File: src/rtl/gpio_port_pkg.sv
package gpio_port_pkg;
  typedef enum logic [2:0] {
    REG_DOUT  = 3'd0,
    REG_DIN   = 3'd1,
    REG_DOE   = 3'd2,
    REG_PIRQ  = 3'd3,
    REG_IRQEN = 3'd4,
    REG_LVL   = 3'd5,
    REG_POL   = 3'd6,
    REG_STAT  = 3'd7
  } reg_idx_e;

  typedef enum logic [1:0] {
    AL_PLAIN = 2'd0,
    AL_SET   = 2'd1,
    AL_CLR   = 2'd2,
    AL_RSVD  = 2'd3
  } alias_e;

  localparam int unsigned ALIAS_LSB = 2;
  localparam int unsigned REG_LSB   = 4;
  localparam int unsigned REG_BITS  = 3;
  localparam int unsigned BUS_AW    = REG_LSB + REG_BITS;
endpackage

File: src/rtl/gpio_in_sync.sv
module gpio_in_sync #(
  parameter int unsigned WIDTH  = 32,
  parameter int unsigned STAGES = 2
) (
  input  logic             clk_i,
  input  logic             rst_ni,
  input  logic [WIDTH-1:0] d_i,
  output logic [WIDTH-1:0] q_o
);
  logic [WIDTH-1:0] stg_q [STAGES];

  always_ff @(posedge clk_i or negedge rst_ni) begin
    if (!rst_ni) begin
      for (int s = 0; s < STAGES; s++) stg_q[s] <= '0;
    end else begin
      stg_q[0] <= d_i;
      for (int s = 1; s < STAGES; s++) stg_q[s] <= stg_q[s-1];
    end
  end

  assign q_o = stg_q[STAGES-1];
endmodule

File: src/rtl/gpio_evt_detect.sv
module gpio_evt_detect #(
  parameter int unsigned WIDTH = 32
) (
  input  logic             clk_i,
  input  logic             rst_ni,
  input  logic [WIDTH-1:0] din_i,
  input  logic [WIDTH-1:0] lvl_i,
  input  logic [WIDTH-1:0] pol_i,
  output logic [WIDTH-1:0] evt_o
);
  logic [WIDTH-1:0] prev_q;

  always_ff @(posedge clk_i or negedge rst_ni) begin
    if (!rst_ni) prev_q <= '0;
    else         prev_q <= din_i;
  end

  for (genvar i = 0; i < WIDTH; i++) begin : g_pin
    logic rise, fall;
    assign rise     = din_i[i] & ~prev_q[i];
    assign fall     = ~din_i[i] & prev_q[i];
    assign evt_o[i] = lvl_i[i] ? (din_i[i] == pol_i[i])
                               : (pol_i[i] ? rise : fall);

    AST_EDGE_NEEDS_CHANGE: assert property (@(posedge clk_i) disable iff (!rst_ni)
      (evt_o[i] && !lvl_i[i]) |-> (din_i[i] != $past(din_i[i])));
  end
endmodule

File: src/rtl/gpio_irq_port.sv
module gpio_irq_port
  import gpio_port_pkg::*;
#(
  parameter int unsigned NUM_PINS    = 32,
  parameter int unsigned SYNC_STAGES = 2
) (
  input  logic                clk_i,
  input  logic                rst_ni,
  input  logic                bus_en_i,
  input  logic                bus_we_i,
  input  logic [BUS_AW-1:0]   bus_addr_i,
  input  logic [NUM_PINS-1:0] bus_wdata_i,
  output logic [NUM_PINS-1:0] bus_rdata_o,
  input  logic [NUM_PINS-1:0] pin_i,
  output logic [NUM_PINS-1:0] pin_o,
  output logic [NUM_PINS-1:0] pin_oe_o,
  output logic                irq_o
);
  typedef logic [NUM_PINS-1:0] vec_t;

  vec_t dout_q, doe_q, pirq_q, irqen_q, lvl_q, pol_q, stat_q;
  vec_t din_s, evt, stat_clr;
  reg_idx_e sel;
  alias_e   al;
  logic     wr;

  assign sel = reg_idx_e'(bus_addr_i[REG_LSB +: REG_BITS]);
  assign al  = alias_e'(bus_addr_i[ALIAS_LSB +: 2]);
  assign wr  = bus_en_i && bus_we_i && (al != AL_RSVD)
               && (bus_addr_i[ALIAS_LSB-1:0] == '0);

  function automatic vec_t upd(alias_e a, vec_t q, vec_t w);
    case (a)
      AL_SET:  return q | w;
      AL_CLR:  return q & ~w;
      default: return w;
    endcase
  endfunction

  gpio_in_sync #(.WIDTH(NUM_PINS), .STAGES(SYNC_STAGES)) u_sync (
    .clk_i(clk_i), .rst_ni(rst_ni), .d_i(pin_i), .q_o(din_s)
  );

  gpio_evt_detect #(.WIDTH(NUM_PINS)) u_evt (
    .clk_i(clk_i), .rst_ni(rst_ni), .din_i(din_s),
    .lvl_i(lvl_q), .pol_i(pol_q), .evt_o(evt)
  );

  always_ff @(posedge clk_i or negedge rst_ni) begin
    if (!rst_ni) begin
      dout_q  <= '0;
      doe_q   <= '0;
      pirq_q  <= '0;
      irqen_q <= '0;
      lvl_q   <= '0;
      pol_q   <= '0;
    end else if (wr) begin
      case (sel)
        REG_DOUT:  dout_q  <= upd(al, dout_q,  bus_wdata_i);
        REG_DOE:   doe_q   <= upd(al, doe_q,   bus_wdata_i);
        REG_PIRQ:  pirq_q  <= upd(al, pirq_q,  bus_wdata_i);
        REG_IRQEN: irqen_q <= upd(al, irqen_q, bus_wdata_i);
        REG_LVL:   lvl_q   <= upd(al, lvl_q,   bus_wdata_i);
        REG_POL:   pol_q   <= upd(al, pol_q,   bus_wdata_i);
        default:   ;
      endcase
    end
  end

  // status: clear alias only; new events override a same-cycle clear
  assign stat_clr = (wr && sel == REG_STAT && al == AL_CLR) ? bus_wdata_i : '0;

  always_ff @(posedge clk_i or negedge rst_ni) begin
    if (!rst_ni) stat_q <= '0;
    else         stat_q <= (stat_q & ~stat_clr) | (evt & pirq_q);
  end

  always_comb begin
    case (sel)
      REG_DOUT:  bus_rdata_o = dout_q;
      REG_DIN:   bus_rdata_o = din_s;
      REG_DOE:   bus_rdata_o = doe_q;
      REG_PIRQ:  bus_rdata_o = pirq_q;
      REG_IRQEN: bus_rdata_o = irqen_q;
      REG_LVL:   bus_rdata_o = lvl_q;
      REG_POL:   bus_rdata_o = pol_q;
      REG_STAT:  bus_rdata_o = stat_q;
      default:   bus_rdata_o = '0;
    endcase
  end

  assign pin_o    = dout_q;
  assign pin_oe_o = doe_q;
  assign irq_o    = |(stat_q & irqen_q);

  AST_STAT_NEEDS_ARM: assert property (@(posedge clk_i) disable iff (!rst_ni)
    ((stat_q & ~$past(stat_q) & ~$past(pirq_q)) == '0));

  AST_STAT_CLR_ONLY: assert property (@(posedge clk_i) disable iff (!rst_ni)
    ((($past(stat_q) & ~stat_q) != '0) |->
     $past(wr && sel == REG_STAT && al == AL_CLR)));

  AST_SET_KEEPS_BITS: assert property (@(posedge clk_i) disable iff (!rst_ni)
    (wr && sel == REG_DOUT && al == AL_SET) |=>
    ((pin_o & $past(pin_o)) == $past(pin_o)));

  AST_OE_HOLD: assert property (@(posedge clk_i) disable iff (!rst_ni)
    !$past(wr && sel == REG_DOE) |-> $stable(pin_oe_o));
endmodule

File: config.mk
export PLATFORM = sky130hd
export DESIGN_NAME = gpio_irq_port
export DESIGN_NICKNAME = d
export VERILOG_FILES = /design/src/rtl/gpio_port_pkg.sv /design/src/rtl/gpio_in_sync.sv /design/src/rtl/gpio_evt_detect.sv /design/src/rtl/gpio_irq_port.sv
export SDC_FILE = /design/constraint.sdc
export NUM_CORES = 1
export LEC_CHECK = 0
export BUFFER_PORTS_ARGS = -buffer_cell sky130_fd_sc_hd__clkbuf_2
export CAP_MARGIN = 20
export CORE_MARGIN = 5
export CORE_UTILIZATION = 35
export CTS_CLUSTER_DIAMETER = 200
export CTS_CLUSTER_SIZE = 8
export DETAILED_ROUTE_END_ITERATION = 10
export GPL_TIMING_DRIVEN = 0
export SETUP_SLACK_MARGIN = 0.3
export SLEW_MARGIN = 20
export SYNTH_ARGS = -nofsm -noshare
export SYNTH_HDL_FRONTEND = slang
export SYNTH_SLANG_ARGS = --single-unit
File: constraint.sdc
create_clock -name clk_i -period 2.8 [get_ports clk_i]
set_input_delay 0.56 -clock clk_i [delete_from_list [all_inputs] [get_ports clk_i]]
set_output_delay 0.56 -clock clk_i [all_outputs]
set_load 0.01 [all_outputs]
==> metrics.csv, run 1 <==
stage,metric,value,unit
outcome,status,completed,
timing,finalCriticalPeriod,2.68,ns
critical_path,cp-start-kind,register,
floorplan,core_area,41800,um2
route,drt_iter0_drc,1493,
floorplan,num_rows,75,
placement,dp.cells,2133,
yosys,yosysSeqAreaShare,54.5,%
timing,slew_headroom,56.5,%
yosys,async_reset_ff_share,100,%
grt,grt_overflow,0,
yosys,yosys_register_bits,320,
yosys,synth_cell_types,36,
route,drc_errors,0,
route,ant_nets,0,
cts,cts_tree,done,
critical_path,slowest_stage,or4_4,
floorplan,dieHeight,215,um
run,maxCapViolations,0,
yosys,synth-main-ff-cell,dfrtp_1,
timing,hold_viol,0,
grt,gr-usage-all-layers,23.3,%
cts,htreeDepth,2,
route,wl,56.5,mm
grt,grt_first_pass_wirelength,82.9,mm
critical_path,endpoint_kind,output port,
yosys,yosys_warnings,0,
yosys,syn_inst,1452,
power,leakage,0.00861,uW
power,total_power,12400,uW
placement,hpwlAfterDp,37.2,mm
cts,cts.sinks,320,
floorplan,initial_core_util,35.2,%
cts,cts_buffers,45,
yosys,yosys.area.top_type,dfrtp_1,
placement,portBuffers,138,
power,powerDensity,664,nW/um2
timing,rsz0062_at_grt,true,
timing,timing.setup.tns,0,ns
yosys,netlist_area,14700,um2
critical_path,critical_path_peak_fanout,2,
yosys,synth_nets,1530,
timing,maxSlewViolCount,0,
yosys,synth-edff-count,0,
yosys,ys_top_cells_by_area,"dfrtp_1 (54%), a21oi_1 (11%), mux2i_1 (3.8%)",
cells_and_area,syn_to_final_growth,26.7,%
cells_and_area,final_cells,2221,
cells_and_area,drive_gt1_share,25.6,%
grt,grt_max_degree,85,
cells_and_area,fin_util,44.6,%
critical_path,path_buf_inv,1,
critical_path,crit_family,simple AND/OR/NAND/NOR gates,
power,vdd_drop_max,0.000434,V
cts,cts_root_buf,clkbuf_16,
route,wl_per_cell,25.4,um
floorplan,io_pins,172,
timing,fmax,373,MHz
grt,grt_pass1_vias,12753,
route,first_pass_iters,6,
grt,grt_antenna_before_repair,5,
critical_path,cp_cell_sequence,"a22oi_1, nand4_1, or4_4, clkbuf_8",
critical_path,required,2.24,ns
worst_hold_path,hold_class,in -> reg,
cts,cts.clk_slew.worst_paths,0.05,ns
timing,worstMarginPinSlew,0.653,ns
timing,final-setup-viol-count,0,
cts,clock_path_buffers,3,
yosys,synth_top_area_share,54.5,%
yosys,avgSynthCellArea,10.1,um2
timing,fin_skew,0.0211,ns
placement,gp_congestion,0.949,
floorplan,die_w,215,um
route,dr_total_vias,12897,
cells_and_area,fin_nets,1758,
timing,post-route-period-util,95.9,%
critical_path,crit_path_max_incr_delay,0.58,ns
route,routed_via_density,5.81,
cts,clock_latency,0.56,ns
critical_path,path_class,reg -> out,
critical_path,arrival,2.12,ns
floorplan,dieArea,46200,um2
-- Yosys cell counts, types with 2 or more instances --
master and n:
buf_2 62, mux2i_1 56, buf_1 3, ha_1 3, a22o_1 4, a22oi_1 48
o211ai_1 2, a221oi_1 53, nor2_1 99, xor2_1 32, nor3_4 2, o21ai_0 4
clkbuf_1 51, xnor2_1 32, nor4_4 4, a21oi_1 328, nand4_1 4, a21o_1 35
inv_1 94, nand2_1 105, nor2b_1 5, mux4_2 4, buf_6 3, a211oi_1 32
o2bb2ai_1 57, dfrtp_1 320
-- through the flow --
| stage | instance area [um2] | hold WS [ns] | worst slack (ns) |
|---|---|---|---|
| after floorplan | 14700 | 0.264 | 0.300 |
| after CTS | 18100 | 0.0881 | 0.121 |
| after global routing | 18600 | 0.0881 | 0.0915 |
| after global placement | 16100 | 0.334 | -6.05 |
| after detailed placement | 16200 | 0.335 | -0.816 |
| final | 18600 | 0.103 | 0.116 |
-- state kept, by name, summed over array words and instances, names as in the netlist --
register,count
stat_q,32
pol_q,32
u_sync.stg_q,32
lvl_q,32
irqen_q,32
u_evt.prev_q,32
pin_oe_o,32
pirq_q,32
u_sync.q_o,32
pin_o,32
-- worst register-to-register path: cells and delay by family, from the launching register on --
family,cells,cell delay (ns)
XOR/XNOR,1,0.25
AND/OR/NAND/NOR,1,0.09
flip-flops,1,0.45
AO/OA/AOI/OAI,1,0.14
-- power by group --
part / leakage, uW / total [uW] / switching (uW) / internal [uW]
Combinational: 0.00418 / 2060 / 1200 / 856
Clock: 0.000573 / 4810 / 1990 / 2820
Sequential: 0.00385 / 5500 / 451 / 5050
Total: 0.00861 / 12400 / 3640 / 8730
-- metal layers --
layer / global-route usage (%) / share of wire, %
met5: 0 / 0.10
met4: 8.04 / 3.7
met3: 5.40 / 9.6
met2: 36.5 / 46
met1: 32.2 / 41
-- area by class of cell --
cell class | count | area [um2]
inverter | 96 | 365
fill | 3914 | 23100
timing repair buffer | 181 | 1240
clock buffer | 45 | 1130
buffer | 119 | 901
tap | 539 | 674
multi-input combinational | 917 | 6270
sequential | 320 | 8020
antenna | 1 | 2.50
clock inverter | 3 | 41.3
-- kinds of logic after synthesis --
group	share of synthesized area [%]
flops	54.5
fa+ha+maj	0.255
xor+xnor	3.81
buf+inv	6.17
compound gates	24.1
simple gates	6.78
mux	4.42
-- timing repair --
action,in CTS,in global routing
gates cloned,2,6
endpoints found under the hold margin,14,0
resized for setup,166,81
endpoints found under the setup margin,228,132
pin swaps,17,19
hold buffers,1,0
setup buffers,19,11
-- cells in the final DEF (no fill, tap or decap), types with 8 or more instances in the layout --
cell / count
a211oi_1: 32
a21o_1: 35
a21oi_1: 323
a221oi_1: 12
a221oi_2: 39
a22oi_1: 43
buf_12: 9
buf_2: 56
buf_4: 33
buf_6: 10
clkbuf_1: 14
clkbuf_16: 51
clkbuf_2: 141
clkbuf_4: 12
clkbuf_8: 8
dfrtp_1: 312
dfrtp_2: 8
inv_1: 93
mux2i_1: 52
nand2_1: 104
nor2_1: 93
o2bb2ai_1: 51
xnor2_1: 32
xor2_1: 32
-- path summary, 6_finish.rpt --
| check | startpoint | endpoint | slack [ns] | cells past startpoint |
|---|---|---|---|---|
| worst max register to register | pol_q[23] | stat_q[23] | 1.81 | 3 |
| worst min register to register | u_sync.stg_q[38] | u_sync.q_o[6] | 0.34 | 0 |
| worst min-delay path | pin_i[7] | u_sync.stg_q[39] | 0.10 | 1 |
| min in group asynchronous | rst_ni | u_sync.stg_q[61] | 0.45 | 2 |
| worst max-delay path | stat_q[25] | irq_o | 0.12 | 4 |
| max in group asynchronous | rst_ni | stat_q[18] | 1.25 | 4 |
(Power assumes the default switching activity.)
==> run 2: changes to the inputs <==
- CORE_MARGIN: 5 -> 2
==> run 2 against run 1 <==
Setup slack worse by 0.010 ns. Count of clock-buffer cells in the layout up 2. Power up 1.0%. Largest power group unchanged. Register-to-register slack about the same. Flip-flop and latch count unchanged. Wire length down 2.0%. Clock skew up 0.0041 ns. Die area down 5.5%.
==> metrics.csv, run 2 (synthesis results as in run 1) <==
stage,metric,value,unit,change
outcome,status,completed,,
cts,cts_root_buf,clkbuf_16,,
timing,rsz0062_at_grt,true,,
timing,worstMarginPinSlew,0.637,ns,-0.0158 ns
floorplan,io_pins,172,,unchanged
grt,grt_antenna_before_repair,3,,-2
power,total_power,12500,uW,+1.0%
critical_path,slowest_stage,or4_4,,
timing,hold_viol,0,,unchanged
critical_path,cp_cell_sequence,"a22oi_1, nand4_1, or4_4, buf_6",,
critical_path,path_buf_inv,1,,unchanged
grt,gr-usage-met2,37.9,%,+1.4 points
cells_and_area,fin_nets,1762,,+0.23%
cells_and_area,drive_gt1_share,26.1,%,+0.41 points
grt,grt_pass1_vias,12667,,-0.67%
critical_path,critical_path_peak_fanout,3,,+1
route,wl_per_cell,24.9,um,-2.1%
timing,finalCriticalPeriod,2.69,ns,+0.0101 ns
critical_path,path_class,reg -> out,,
floorplan,initial_core_util,35.3,%,+0.079 points
power,power.switching,3650,uW,+0.38%
critical_path,crit_path_max_incr_delay,0.59,ns,about the same
timing,post-route-period-util,96.2,%,+0.36 points
power,powerDensity,666,nW/um2,+0.37%
power,p_sw_share,29.2,%,-0.19 points
floorplan,dieHeight,209,um,-2.8%
route,drc_errors,0,,unchanged
grt,grt_overflow,0,,unchanged
timing,fin_skew,0.0252,ns,+0.00414 ns
floorplan,dieArea,43700,um2,-5.5%
route,ant_nets,0,,unchanged
critical_path,cp-start-kind,register,,
placement,hpwlAfterDp,36.5,mm,-1.7%
route,first_pass_iters,6,,unchanged
timing,fmax,371,MHz,-0.37%
placement,gp_congestion,0.920,,-3.1%
cells_and_area,final_common_cell,a21oi_1,,
cts,clock_path_buffers,3,,unchanged
floorplan,num_rows,75,,unchanged
critical_path,endpoint_kind,output port,,
critical_path,arrival,2.13,ns,about the same
cells_and_area,fin_area,18800,um2,+0.66%
cts,cts.sinks,320,,unchanged
critical_path,crit_family,simple AND/OR/NAND/NOR gates,,
power,power.internal,8840,uW,+1.3%
cts,cts_hold_buf,0,,-1
cts,clock_latency,0.56,ns,about the same
cells_and_area,syn_to_final_growth,27.6,%,
power,clockPowerShare,39.3,%,+0.4 points
power,vdd_drop_max,0.000445,V,+2.6%
placement,portBuffers,138,,unchanged
power,leakage,0.00864,uW,+0.33%
grt,gr-usage-all-layers,24.7,%,+1.4 points
floorplan,die_w,209,um,-2.8%
floorplan,core_area,41700,um2,-0.22%
cts,cts_buffers,45,,unchanged
grt,use_met3,5.83,%,+0.43 points
timing,final-setup-viol-count,0,,unchanged
cts,cts.clk_slew.worst_paths,0.06,ns,about the same
run,maxCapViolations,0,,unchanged
cells_and_area,layout_common_cells,"a21oi_1 (321), dfrtp_1 (314), clkbuf_2 (146), nand2_1 (104), nor2_1 (94)",,
timing,maxSlewViolCount,0,,unchanged
grt,grt_max_degree,92,,+8.2%
route,drt_iter0_drc,1549,,+3.8%
grt,met1_usage,33.3,%,+1.1 points
cts,cts_tree,done,,
grt,grt_first_pass_wirelength,80.9,mm,-2.5%
route,routed_via_density,5.77,,-0.61%
timing,slew_headroom,57.5,%,+1.1 points
placement,place_ws,-0.826,ns,-0.0106 ns
placement,placed_cell_area,16200,um2,-0.17%
critical_path,required,2.24,ns,about the same
timing,setup_ws,0.105,ns,-0.0101 ns
power,combPwrFrac,16.7,%,about the same
route,dr_total_vias,12841,,-0.43%
worst_hold_path,hold_class,in -> async,,
route,wl,55.4,mm,-2.0%
cts,htreeDepth,2,,unchanged
power,share_seq_of_total_power,44.1,%,-0.4 points
cells_and_area,fillers,3946,,+0.82%
grt,grt-busiest-layer,met2,,
## run 2: cell type report
| cell class | count | area [um2] | share of cell area, % |
|---|---|---|---|
| sequential | 320 | 8020 | 42.7 |
| clock buffer | 47 | 1180 | 6.27 |
| clock inverter | 1 | 8.76 | 0.0467 |
| buffer | 119 | 887 | 4.73 |
| multi-input combinational | 917 | 6380 | 34.0 |
| timing repair buffer | 185 | 1250 | 6.65 |
| antenna | 1 | 2.50 | 0.0133 |
| inverter | 96 | 365 | 1.95 |
| tap | 539 | 674 | 3.59 |
## run 2: layer usage
layer / wire (um) / up-vias
met2: 24800 / 687
li1: - / 5597
met5: 31 / -
met4: 2490 / 4
met3: 5290 / 149
met1: 22700 / 6404
## run 2: worst paths after layout
path | to | startpoint | slack (ns) | cells after the start
hold reg to reg | u_sync.q_o[22] | u_sync.stg_q[54] | 0.34 | 0
setup / recovery | irq_o | stat_q[23] | 0.11 | 4
max in group asynchronous | stat_q[24] | rst_ni | 1.52 | 3
setup reg to reg | stat_q[12] | pol_q[12] | 1.82 | 4
min in group clk_i | u_sync.stg_q[55] | pin_i[23] | 0.10 | 1
hold / removal | u_sync.q_o[29] | rst_ni | 0.03 | 1
## run 2: power groups by stage
| stage | clock network, uW | registers [uW] | logic (uW) |
|---|---|---|---|
| global route | 5150 | 5550 | 2270 |
| floorplan | 0 | 5440 | 1100 |
| CTS | 4960 | 5480 | 1940 |
| detailed placement | 0 | 5540 | 1800 |
| finish | 4900 | 5510 | 2090 |
| global placement | 0 | 5530 | 1740 |
## run 2: what timing repair did
action | in CTS | in global routing
gates cloned | 2 | 5
buffers inserted | 18 | 19
pin swaps | 12 | 25
gates resized for setup | 162 | 97
endpoints found under the setup margin | 185 | 140
## run 2: through the flow
step / TNS (ns) / utilization (%) / cells / hold WS (ns)
finish: 0 / 45.0 / 2225 / 0.0323
global route: 0 / 45.0 / 2225 / 0.0639
global placement: -1988.07 / 38.6 / 2129 / 0.334
detailed placement: -96.16 / 38.8 / 2132 / 0.335
CTS: 0 / 43.5 / 2200 / 0.0519
floorplan: 0 / - / 1452 / 0.264
